===== config.mk =====
export PLATFORM = sky130hd
export DESIGN_NAME = hs_mem_slave
export DESIGN_NICKNAME = d
export VERILOG_FILES = /design/src/rtl/hs_pkg.sv /design/src/rtl/hs_sync.sv /design/src/rtl/hs_regfile.sv /design/src/rtl/hs_ctrl.sv /design/src/rtl/hs_mem_slave.sv
export SDC_FILE = /design/constraint.sdc
export NUM_CORES = 1
export LEC_CHECK = 0
export CAP_MARGIN = 20
export CORE_ASPECT_RATIO = 0.7
export CORE_MARGIN = 5
export CORE_UTILIZATION = 45
export CTS_CLUSTER_DIAMETER = 60
export DETAILED_ROUTE_END_ITERATION = 12
export GPL_TIMING_DRIVEN = 0
export HOLD_SLACK_MARGIN = 0.06
export PLACE_DENSITY = 0.72
export SKIP_CTS_REPAIR_TIMING = 1
export SLEW_MARGIN = 15
export SYNTH_ARGS = -nofsm -noshare
export SYNTH_HDL_FRONTEND = slang
export SYNTH_SLANG_ARGS = --single-unit
export TNS_END_PERCENT = 30

===== constraint.sdc =====
create_clock -name clk -period 8.25 [get_ports clk]
set_input_delay 1.65 -clock clk [delete_from_list [all_inputs] [get_ports clk]]
set_output_delay 1.65 -clock clk [all_outputs]
set_load 0.01 [all_outputs]

===== src/rtl/hs_pkg.sv =====
package hs_pkg;
  typedef enum logic [2:0] {
    ST_IDLE = 3'd0,
    ST_DEC  = 3'd1,
    ST_WAIT = 3'd2,
    ST_RDRV = 3'd3,
    ST_RACK = 3'd4,
    ST_WACK = 3'd5,
    ST_ERR  = 3'd6
  } hs_state_e;
endpackage


===== src/rtl/hs_sync.sv =====
module hs_sync #(
  parameter int STAGES = 2,
  parameter int WIDTH  = 1
) (
  input  logic             clk,
  input  logic             rst_n,
  input  logic [WIDTH-1:0] d_i,
  output logic [WIDTH-1:0] q_o
);
  logic [WIDTH-1:0] chain [STAGES];

  for (genvar s = 0; s < STAGES; s++) begin : g_stage
    logic [WIDTH-1:0] src;
    if (s == 0) begin : g_first
      assign src = d_i;
    end else begin : g_next
      assign src = chain[s-1];
    end
    always_ff @(posedge clk or negedge rst_n) begin
      if (!rst_n) chain[s] <= '0;
      else        chain[s] <= src;
    end
  end

  assign q_o = chain[STAGES-1];
endmodule


===== src/rtl/hs_regfile.sv =====
module hs_regfile #(
  parameter int ADDR_W = 4,
  parameter int DATA_W = 8
) (
  input  logic              clk,
  input  logic              rst_n,
  input  logic              we_i,
  input  logic [ADDR_W-1:0] addr_i,
  input  logic [DATA_W-1:0] wdata_i,
  output logic [DATA_W-1:0] rdata_o
);
  localparam int DEPTH = 1 << ADDR_W;

  logic [DATA_W-1:0] mem [DEPTH];

  for (genvar i = 0; i < DEPTH; i++) begin : g_word
    logic wen;
    assign wen = we_i && (addr_i == ADDR_W'(i));
    always_ff @(posedge clk or negedge rst_n) begin
      if (!rst_n)   mem[i] <= '0;
      else if (wen) mem[i] <= wdata_i;
    end
  end

  assign rdata_o = mem[addr_i];
endmodule


===== src/rtl/hs_ctrl.sv =====
module hs_ctrl
  import hs_pkg::*;
#(
  parameter int WAIT_CYC = 2
) (
  input  logic clk,
  input  logic rst_n,
  input  logic rd_s_i,
  input  logic wr_s_i,
  output logic cap_en_o,
  output logic we_o,
  output logic ld_o,
  output logic ack_o,
  output logic oe_o
);
  localparam int CNT_W = (WAIT_CYC > 1) ? $clog2(WAIT_CYC) : 1;
  localparam logic [CNT_W-1:0] CNT_LOAD = (WAIT_CYC > 0) ? CNT_W'(WAIT_CYC - 1) : '0;

  hs_state_e        state_q, state_d;
  logic [CNT_W-1:0] cnt_q, cnt_d;
  logic             dir_rd_q, dir_rd_d;

  always_comb begin
    state_d  = state_q;
    cnt_d    = cnt_q;
    dir_rd_d = dir_rd_q;
    cap_en_o = 1'b0;
    we_o     = 1'b0;
    ld_o     = 1'b0;
    case (state_q)
      ST_IDLE: begin
        if (rd_s_i && wr_s_i) begin
          state_d = ST_ERR;
        end else if (rd_s_i || wr_s_i) begin
          cap_en_o = 1'b1;
          dir_rd_d = rd_s_i;
          state_d  = ST_DEC;
        end
      end
      ST_DEC: begin
        if (WAIT_CYC == 0) begin
          if (dir_rd_q) begin
            ld_o    = 1'b1;
            state_d = ST_RDRV;
          end else begin
            we_o    = 1'b1;
            state_d = ST_WACK;
          end
        end else begin
          cnt_d   = CNT_LOAD;
          state_d = ST_WAIT;
        end
      end
      ST_WAIT: begin
        if (cnt_q == '0) begin
          if (dir_rd_q) begin
            ld_o    = 1'b1;
            state_d = ST_RDRV;
          end else begin
            we_o    = 1'b1;
            state_d = ST_WACK;
          end
        end else begin
          cnt_d = cnt_q - 1'b1;
        end
      end
      ST_RDRV: state_d = ST_RACK;
      ST_RACK: if (!rd_s_i) state_d = ST_IDLE;
      ST_WACK: if (!wr_s_i) state_d = ST_IDLE;
      ST_ERR:  if (!rd_s_i && !wr_s_i) state_d = ST_IDLE;
      default: state_d = ST_IDLE;
    endcase
  end

  always_ff @(posedge clk or negedge rst_n) begin
    if (!rst_n) begin
      state_q  <= ST_IDLE;
      cnt_q    <= '0;
      dir_rd_q <= 1'b0;
    end else begin
      state_q  <= state_d;
      cnt_q    <= cnt_d;
      dir_rd_q <= dir_rd_d;
    end
  end

  assign ack_o = (state_q == ST_RACK) || (state_q == ST_WACK);
  assign oe_o  = (state_q == ST_RDRV) || (state_q == ST_RACK);


  conflict_chk: assert property (@(posedge clk) disable iff (!rst_n)
    (state_q == ST_IDLE && rd_s_i && wr_s_i) |=> (!ack_o && !we_o));

  err_hold_chk: assert property (@(posedge clk) disable iff (!rst_n)
    (state_q == ST_ERR && (rd_s_i || wr_s_i)) |=> (state_q == ST_ERR && !ack_o));

  data_first_chk: assert property (@(posedge clk) disable iff (!rst_n)
    ($rose(ack_o) && oe_o) |-> $past(oe_o));

  ack_hold_chk: assert property (@(posedge clk) disable iff (!rst_n)
    (ack_o && oe_o && rd_s_i) |=> (ack_o && oe_o));

  ack_release_chk: assert property (@(posedge clk) disable iff (!rst_n)
    (ack_o && !rd_s_i && !wr_s_i) |=> (!ack_o && !oe_o));

  ack_gap_chk: assert property (@(posedge clk) disable iff (!rst_n)
    $fell(ack_o) |=> !ack_o);
endmodule


===== src/rtl/hs_mem_slave.sv =====
module hs_mem_slave #(
  parameter int ADDR_W      = 4,
  parameter int DATA_W      = 8,
  parameter int WAIT_CYC    = 2,
  parameter int SYNC_STAGES = 2
) (
  input  logic              clk,
  input  logic              rst_n,
  input  logic [ADDR_W-1:0] bus_addr,
  input  logic [DATA_W-1:0] bus_wdata,
  output logic [DATA_W-1:0] bus_rdata,
  output logic              bus_rdata_oe,
  input  logic              bus_rd,
  input  logic              bus_wr,
  output logic              bus_ack
);
  logic              rst_n_sync;
  logic [1:0]        strobe_s;
  logic              cap_en, we, ld, ack, oe;
  logic [ADDR_W-1:0] addr_q;
  logic [DATA_W-1:0] wdata_q, rdata_q, mem_rd;

  hs_sync #(.STAGES(2), .WIDTH(1)) u_rst_sync (
    .clk(clk), .rst_n(rst_n), .d_i(1'b1), .q_o(rst_n_sync)
  );

  hs_sync #(.STAGES(SYNC_STAGES), .WIDTH(2)) u_strobe_sync (
    .clk(clk), .rst_n(rst_n_sync), .d_i({bus_rd, bus_wr}), .q_o(strobe_s)
  );

  hs_ctrl #(.WAIT_CYC(WAIT_CYC)) u_ctrl (
    .clk(clk), .rst_n(rst_n_sync),
    .rd_s_i(strobe_s[1]), .wr_s_i(strobe_s[0]),
    .cap_en_o(cap_en), .we_o(we), .ld_o(ld), .ack_o(ack), .oe_o(oe)
  );

  hs_regfile #(.ADDR_W(ADDR_W), .DATA_W(DATA_W)) u_regs (
    .clk(clk), .rst_n(rst_n_sync), .we_i(we),
    .addr_i(addr_q), .wdata_i(wdata_q), .rdata_o(mem_rd)
  );

  always_ff @(posedge clk or negedge rst_n_sync) begin
    if (!rst_n_sync) begin
      addr_q  <= '0;
      wdata_q <= '0;
    end else if (cap_en) begin
      addr_q  <= bus_addr;
      wdata_q <= bus_wdata;
    end
  end

  always_ff @(posedge clk or negedge rst_n_sync) begin
    if (!rst_n_sync) rdata_q <= '0;
    else if (ld)     rdata_q <= mem_rd;
  end

  assign bus_rdata    = oe ? rdata_q : '0;
  assign bus_rdata_oe = oe;
  assign bus_ack      = ack;


  no_oe_on_write_chk: assert property (@(posedge clk) disable iff (!rst_n_sync)
    (we || $past(we)) |-> !bus_rdata_oe);
endmodule


# ---- Word-level counts from Yosys, hierarchy flattened
# Index checks and enable logic that the tools add are counted.
# Widths: inputs -> output; s select.
dict set report totals {
  elab_cells 107
  mem_bits_rw 0
  out_inout_bits 10
  mem_bits_ro 0
  latch_bits 0
  reg_bits 159
  n_memories 0
}
dict set report classes {
  div_mod_pow 0
  reduce_logical 28
  n_bitwise 2
  n_mux 23
  n_lt_le_gt_ge 1
  mul 0
  shifts 0
  add_sub_neg 1
  n_eq_ne 26
}
# cell count
set ops {}
lappend ops {{$bmux 8 s4} 1}
lappend ops {{$eq 4x4->1 const B} 8}
lappend ops {{$mux 8} 3}
lappend ops {{$mux 3} 7}
lappend ops {{$pmux 3 s7} 1}
lappend ops {{$logic_and 1x1->1} 18}
lappend ops {{$eq 4x3->1 const B} 4}
lappend ops {{$mux 1} 10}
lappend ops {{$eq 3x3->1 const B} 3}
lappend ops {{$eq 4x2->1 const B} 2}
lappend ops {{$eq 3x2->1 const B} 2}
lappend ops {{$ne 2x2->1 const B} 3}
lappend ops {{$ge 5x5->1 const B} 1}
lappend ops {{$not 4->5} 1}
lappend ops {{$reduce_and 5->1} 1}
lappend ops {{$eq 4x1->1 const B} 1}
lappend ops {{$logic_not 4->1} 1}
lappend ops {{$eq 3x1->1 const B} 1}
lappend ops {{$logic_not 3->1} 1}
lappend ops {{$logic_or 1x1->1} 3}
lappend ops {{$ne 3x1->1 const B} 1}
lappend ops {{$reduce_and 3->1} 1}
lappend ops {{$logic_not 1->1} 2}
lappend ops {{$ne 2x1->1 const B} 1}
lappend ops {{4 further kinds} 4}

# ---- Longest topological paths before layout
dict set report depth {
  depth_word 4
  ltp_mapped 8
  mapped_depth_nobuf 6
}

# ---- Hierarchy
# From an unflattened synthesis, not the netlist that was laid out.
dict set report unflattened {
  hier_cells 466
  hier_area_um2 7208.2
}
# mod instances seq_area_each_um2 cells_per_inst area_per_inst_um2
set by_module_without_submodules {}
lappend by_module_without_submodules {hs_regfile 1 3203.1 365 5828.1}
lappend by_module_without_submodules {hs_mem_slave 1 500.5 51 839.6}
lappend by_module_without_submodules {hs_ctrl 1 125.1 44 390.4}
lappend by_module_without_submodules {{hs_sync (u_strobe_sync)} 1 100.1 4 100.1}
lappend by_module_without_submodules {{hs_sync (u_rst_sync)} 1 50.0 2 50.0}

# ---- Worst setup path before layout
# No wires, ideal clock.
dict set report synth_timing {
  path_kind {register to output}
  from {register u_ctrl.state_q[2]}
  to {output port bus_rdata[0]}
  t_arrival_ps 1326
  stages_incl_launch_ff 5
  n_path_buf 1
  slack_ps 5274
  t_required_ps 6600
  cell_sequence {dfrtp_1 > clkbuf_1 > nor2b_1 > mux2_2 > and2_1}
}
dict set report synth_via {
  elab_chain_cells 3
}
# item line_no
set synth_lines {}
lappend synth_lines {{start, declared} hs_ctrl.sv:19} ;# hs_state_e state_q, state_d;
lappend synth_lines {{start signal, assigned} hs_ctrl.sv:81} ;# state_q <= state_d;
lappend synth_lines {{$eq 3x2->1 or $eq 3x3->1 (tied branches)} hs_ctrl.sv:88} ;# assign oe_o = (state_q == ST_RDRV) || (state_q == ST_RACK);
lappend synth_lines {{$logic_or 1x1->1 (*)} hs_ctrl.sv:88}
lappend synth_lines {{named net bus_rdata_oe} hs_mem_slave.sv:12} ;# output logic bus_rdata_oe,
lappend synth_lines {{$mux 8 (*)} hs_mem_slave.sv:57} ;# assign bus_rdata = oe ? rdata_q : '0;
lappend synth_lines {{end, declared} hs_mem_slave.sv:11} ;# output logic [DATA_W-1:0] bus_rdata,
# Mark *: on every way through the listed nets, which the timed path passes. The rest lies on a longest branch.

# ---- Worst setup path in the final report
dict set report layout_timing {
  from {register u_ctrl.state_q[2]}
  to {output port bus_rdata[2]}
}
dict set report layout_via {
  elab_chain_cells 3
}
# item line_no
set layout_lines {}
lappend layout_lines {{$eq 3x2->1 or $eq 3x3->1 (tied branches)} hs_ctrl.sv:88}
lappend layout_lines {{$logic_or 1x1->1 (*)} hs_ctrl.sv:88}
lappend layout_lines {{$mux 8 (*)} hs_mem_slave.sv:57}
# Every way passes the cells marked *; elsewhere a longest branch is shown, timed or not.

==> flow_summary.yaml <==
global_route:
  antenna_found_initial: 0
  grt_max_degree: 64
  grt_use_total_pct: 19.6
  grt_pass1_wl_um: 27700
  overflow: 0
  grt_pass1_vias: 4828
timing:
  fin_tns_setup_ns: 0
  final-hold-violation-count: 0
  fin_skew_ns: 0.00941
  worst_pin_slew_ns: 0.734
  min_period_over_period_pct: 48.5
  setup_violations: 0
  slew_headroom_pct: 50.4
  layout_min_cycle_time_ns: 4.00
  rsz0062_at_grt: "false"
  slew_violations: 0
  fmax_mhz: 250
worst_setup_path:
  cp_slowest_cell: "clkdlybuf4s50_1"
  critPathLaunchType: "register"
  critical-path-max-stage-delay_ns: 0.55
  reg2reg_depth: 4
  critPathMaxFanout: 10
  path_cells: "clkbuf_1 -> nor2b_1 -> mux2_2 -> and2_1 -> clkdlybuf4s50_1"
  worst_setup_path_end_kind: "primary output"
  crit_required_ns: 6.60
  crit_arrival_ns: 2.35
  crit_type: "reg2out"
floorplan:
  start_util_pct: 46.2
  die_y_um: 116
  io_pins: 26
  rows: 38
  die_w_um: 161
  core_um2: 15600
  dieArea_um2: 18700
logic_synthesis:
  syn-num-nets: 538
  syn_area_um2: 7230
  postSynthAreaPerCell_um2: 13.9
  synth_warnings: 0
  ys_types: 42
  synth_cells: 520
  yosys_register_bits: 159
  ys_seq_area_share_pct: 55.0
final_layout:
  num_antenna_cells: 0
  final_cell_mix: "dfrtp_1 (158), mux2_2 (142), mux2i_1 (41)"
  final_common_cell: "dfrtp_1"
  area_growth_pct: 15.6
  nNetsFinal: 585
  utilization_pct: 53.4
  drive_gt1_share_pct: 36.2
clock_tree:
  htree_levels: 4
  insertion_delay_ns: 0.42
  cts_tree: "yes"
  cts-root-buf: "clkbuf_16"
  clockBufferDepth: 2
  cts.clk_slew.worst_paths_ns: 0.06
  clock_sinks: 159
  cts_made_buffers: 17
run:
  maxCapViolations: 0
placement:
  dp_hpwl_um: 11800
  io_buffers: 25
  place_congestion: 0.810
outcome:
  status: "completed"
detailed_routing:
  num_vias: 4539
  via_per_inst: 5.84
  drc_errors: 0
  final_antenna_net_count: 0
  first_pass_iters: 5
  routed_wl_um: 17200
  post_drt_wl_per_cell_um: 22.2
  drt-initial-drc-count: 379
min_path:
  hp-class: "reg2async"
power_and_ir_drop:
  powerDensity_nw_per_um2: 367
  totalPowerFinal_uw: 3070
  ir_drop_v: 0.000166
  p_leak_uw: 0.00391
[worst max-delay path: cells and delay by family (launching register included)]
family / cells / cell delay (ns)
buffers and inverters: 2 / 0.85
DFF: 1 / 0.36
muxes: 1 / 0.30
and+or+nand+nor: 2 / 0.41
[routing by layer]
| layer | vias to the layer above | share of wire [%] | track usage [%] |
|---|---|---|---|
| li1 | 1988 | - | - |
| met1 | 2382 | 47 | 28.5 |
| met2 | 142 | 46 | 29.9 |
| met3 | 27 | 5.6 | 4.44 |
| met4 | 0 | 1.5 | 5.51 |
| met5 | - | 0 | 0 |
[cells by family after synthesis]
| family | count (synthesis) | synth area share, % |
|---|---|---|
| simple gates | 86 | 6.54 |
| mux | 196 | 31.8 |
| compound gates | 38 | 3.70 |
| fa+ha+maj | 2 | 0.346 |
| flops | 159 | 55.0 |
| buf+inv | 38 | 2.47 |
| other cells | 1 | 0.0519 |
[registers in the layout, summed over array words and instances (netlist names)]
register,cells
addr_q,4
rdata_q,8
u_ctrl.cnt_q,1
u_ctrl.dir_rd_q,1
u_ctrl.state_q,3
u_regs.mem,128
u_rst_sync.g_stage.src,1
u_rst_sync.q_o,1
u_strobe_sync.g_stage.src,2
u_strobe_sync.q_o,2
wdata_q,8
[synthesized netlist by cell type]
library cell | n | share of area (%)
and2_1 | 10 | 0.87
nor4b_1 | 2 | 0.24
nor3_4 | 1 | 0.23
and4b_1 | 1 | 0.14
buf_6 | 2 | 0.31
o32ai_1 | 1 | 0.12
or4b_1 | 1 | 0.14
dfrtp_1 | 159 | 55
buf_1 | 1 | 0.052
nand2_1 | 14 | 0.73
o21a_1 | 1 | 0.10
a31oi_1 | 7 | 0.61
a2bb2oi_1 | 5 | 0.61
conb_1 | 1 | 0.052
nor2_2 | 7 | 0.61
or3b_2 | 3 | 0.36
mux4_2 | 13 | 4.0
nor2b_1 | 5 | 0.43
a21oi_1 | 3 | 0.21
nand2b_1 | 4 | 0.35
mux2_2 | 142 | 22
nand4b_1 | 1 | 0.12
o21bai_1 | 1 | 0.10
nor2_1 | 21 | 1.1
buf_4 | 3 | 0.31
buf_2 | 8 | 0.55
o31ai_1 | 1 | 0.10
o221ai_1 | 2 | 0.24
nor3b_1 | 1 | 0.10
o21ai_0 | 2 | 0.14
mux2i_1 | 41 | 5.7
clkbuf_1 | 20 | 1.0
ha_1 | 2 | 0.35
or3_1 | 1 | 0.087
nand3b_1 | 2 | 0.21
nor3_1 | 3 | 0.21
o22ai_1 | 11 | 0.95
nand4_1 | 1 | 0.087
inv_1 | 4 | 0.21
a221oi_1 | 2 | 0.24
o32a_1 | 2 | 0.28
nand3_1 | 8 | 0.55
[area by class of cell]
type | count | area (µm²)
multi-input combinational | 323 | 3070
clock inverter | 6 | 86.3
timing repair buffer | 28 | 313
buffer | 34 | 164
clock buffer | 23 | 478
sequential | 159 | 3980
inverter | 4 | 15.0
tap | 200 | 250
fill | 1263 | 7280
[where the power goes]
group | switching, µW | internal [µW]
Combinational | 541 | 515
Clock | 294 | 464
Sequential | 201 | 1050
[path summary, 6_finish.rpt]
path,start,endpoint,slack [ns]
worst max-delay path,u_ctrl.state_q[2]$_DFFE_PN0P_,bus_rdata[2],4.25
worst min-delay path,u_rst_sync.q_o$_DFF_PN0_,u_regs.mem[92]$_DFFE_PN0P_,0.30
worst max register to register,addr_q[1]$_DFFE_PN0P_,u_regs.mem[7]$_DFFE_PN0P_,5.86
worst min register to register,u_rst_sync.q_o$_DFF_PN0_,u_regs.mem[92]$_DFFE_PN0P_,0.30
max in group asynchronous,rst_n,u_rst_sync.q_o$_DFF_PN0_,6.73
min in group clk,u_strobe_sync.g_stage[1].src[1]$_DFF_PN0_,u_strobe_sync.q_o[1]$_DFF_PN0_,0.35
[through the flow]
step,cells,hold slack [ns],instance area [µm²],setup WS (ns)
after detailed placement,747,0.316,7790,4.69
after global placement,745,0.333,7730,2.13
after global routing,777,0.357,8360,4.13
after CTS,776,0.320,8350,4.24
final,777,0.301,8360,4.25
after floorplan,520,0.331,7230,3.49
No activity file was read; power rests on OpenSTA's default activity.
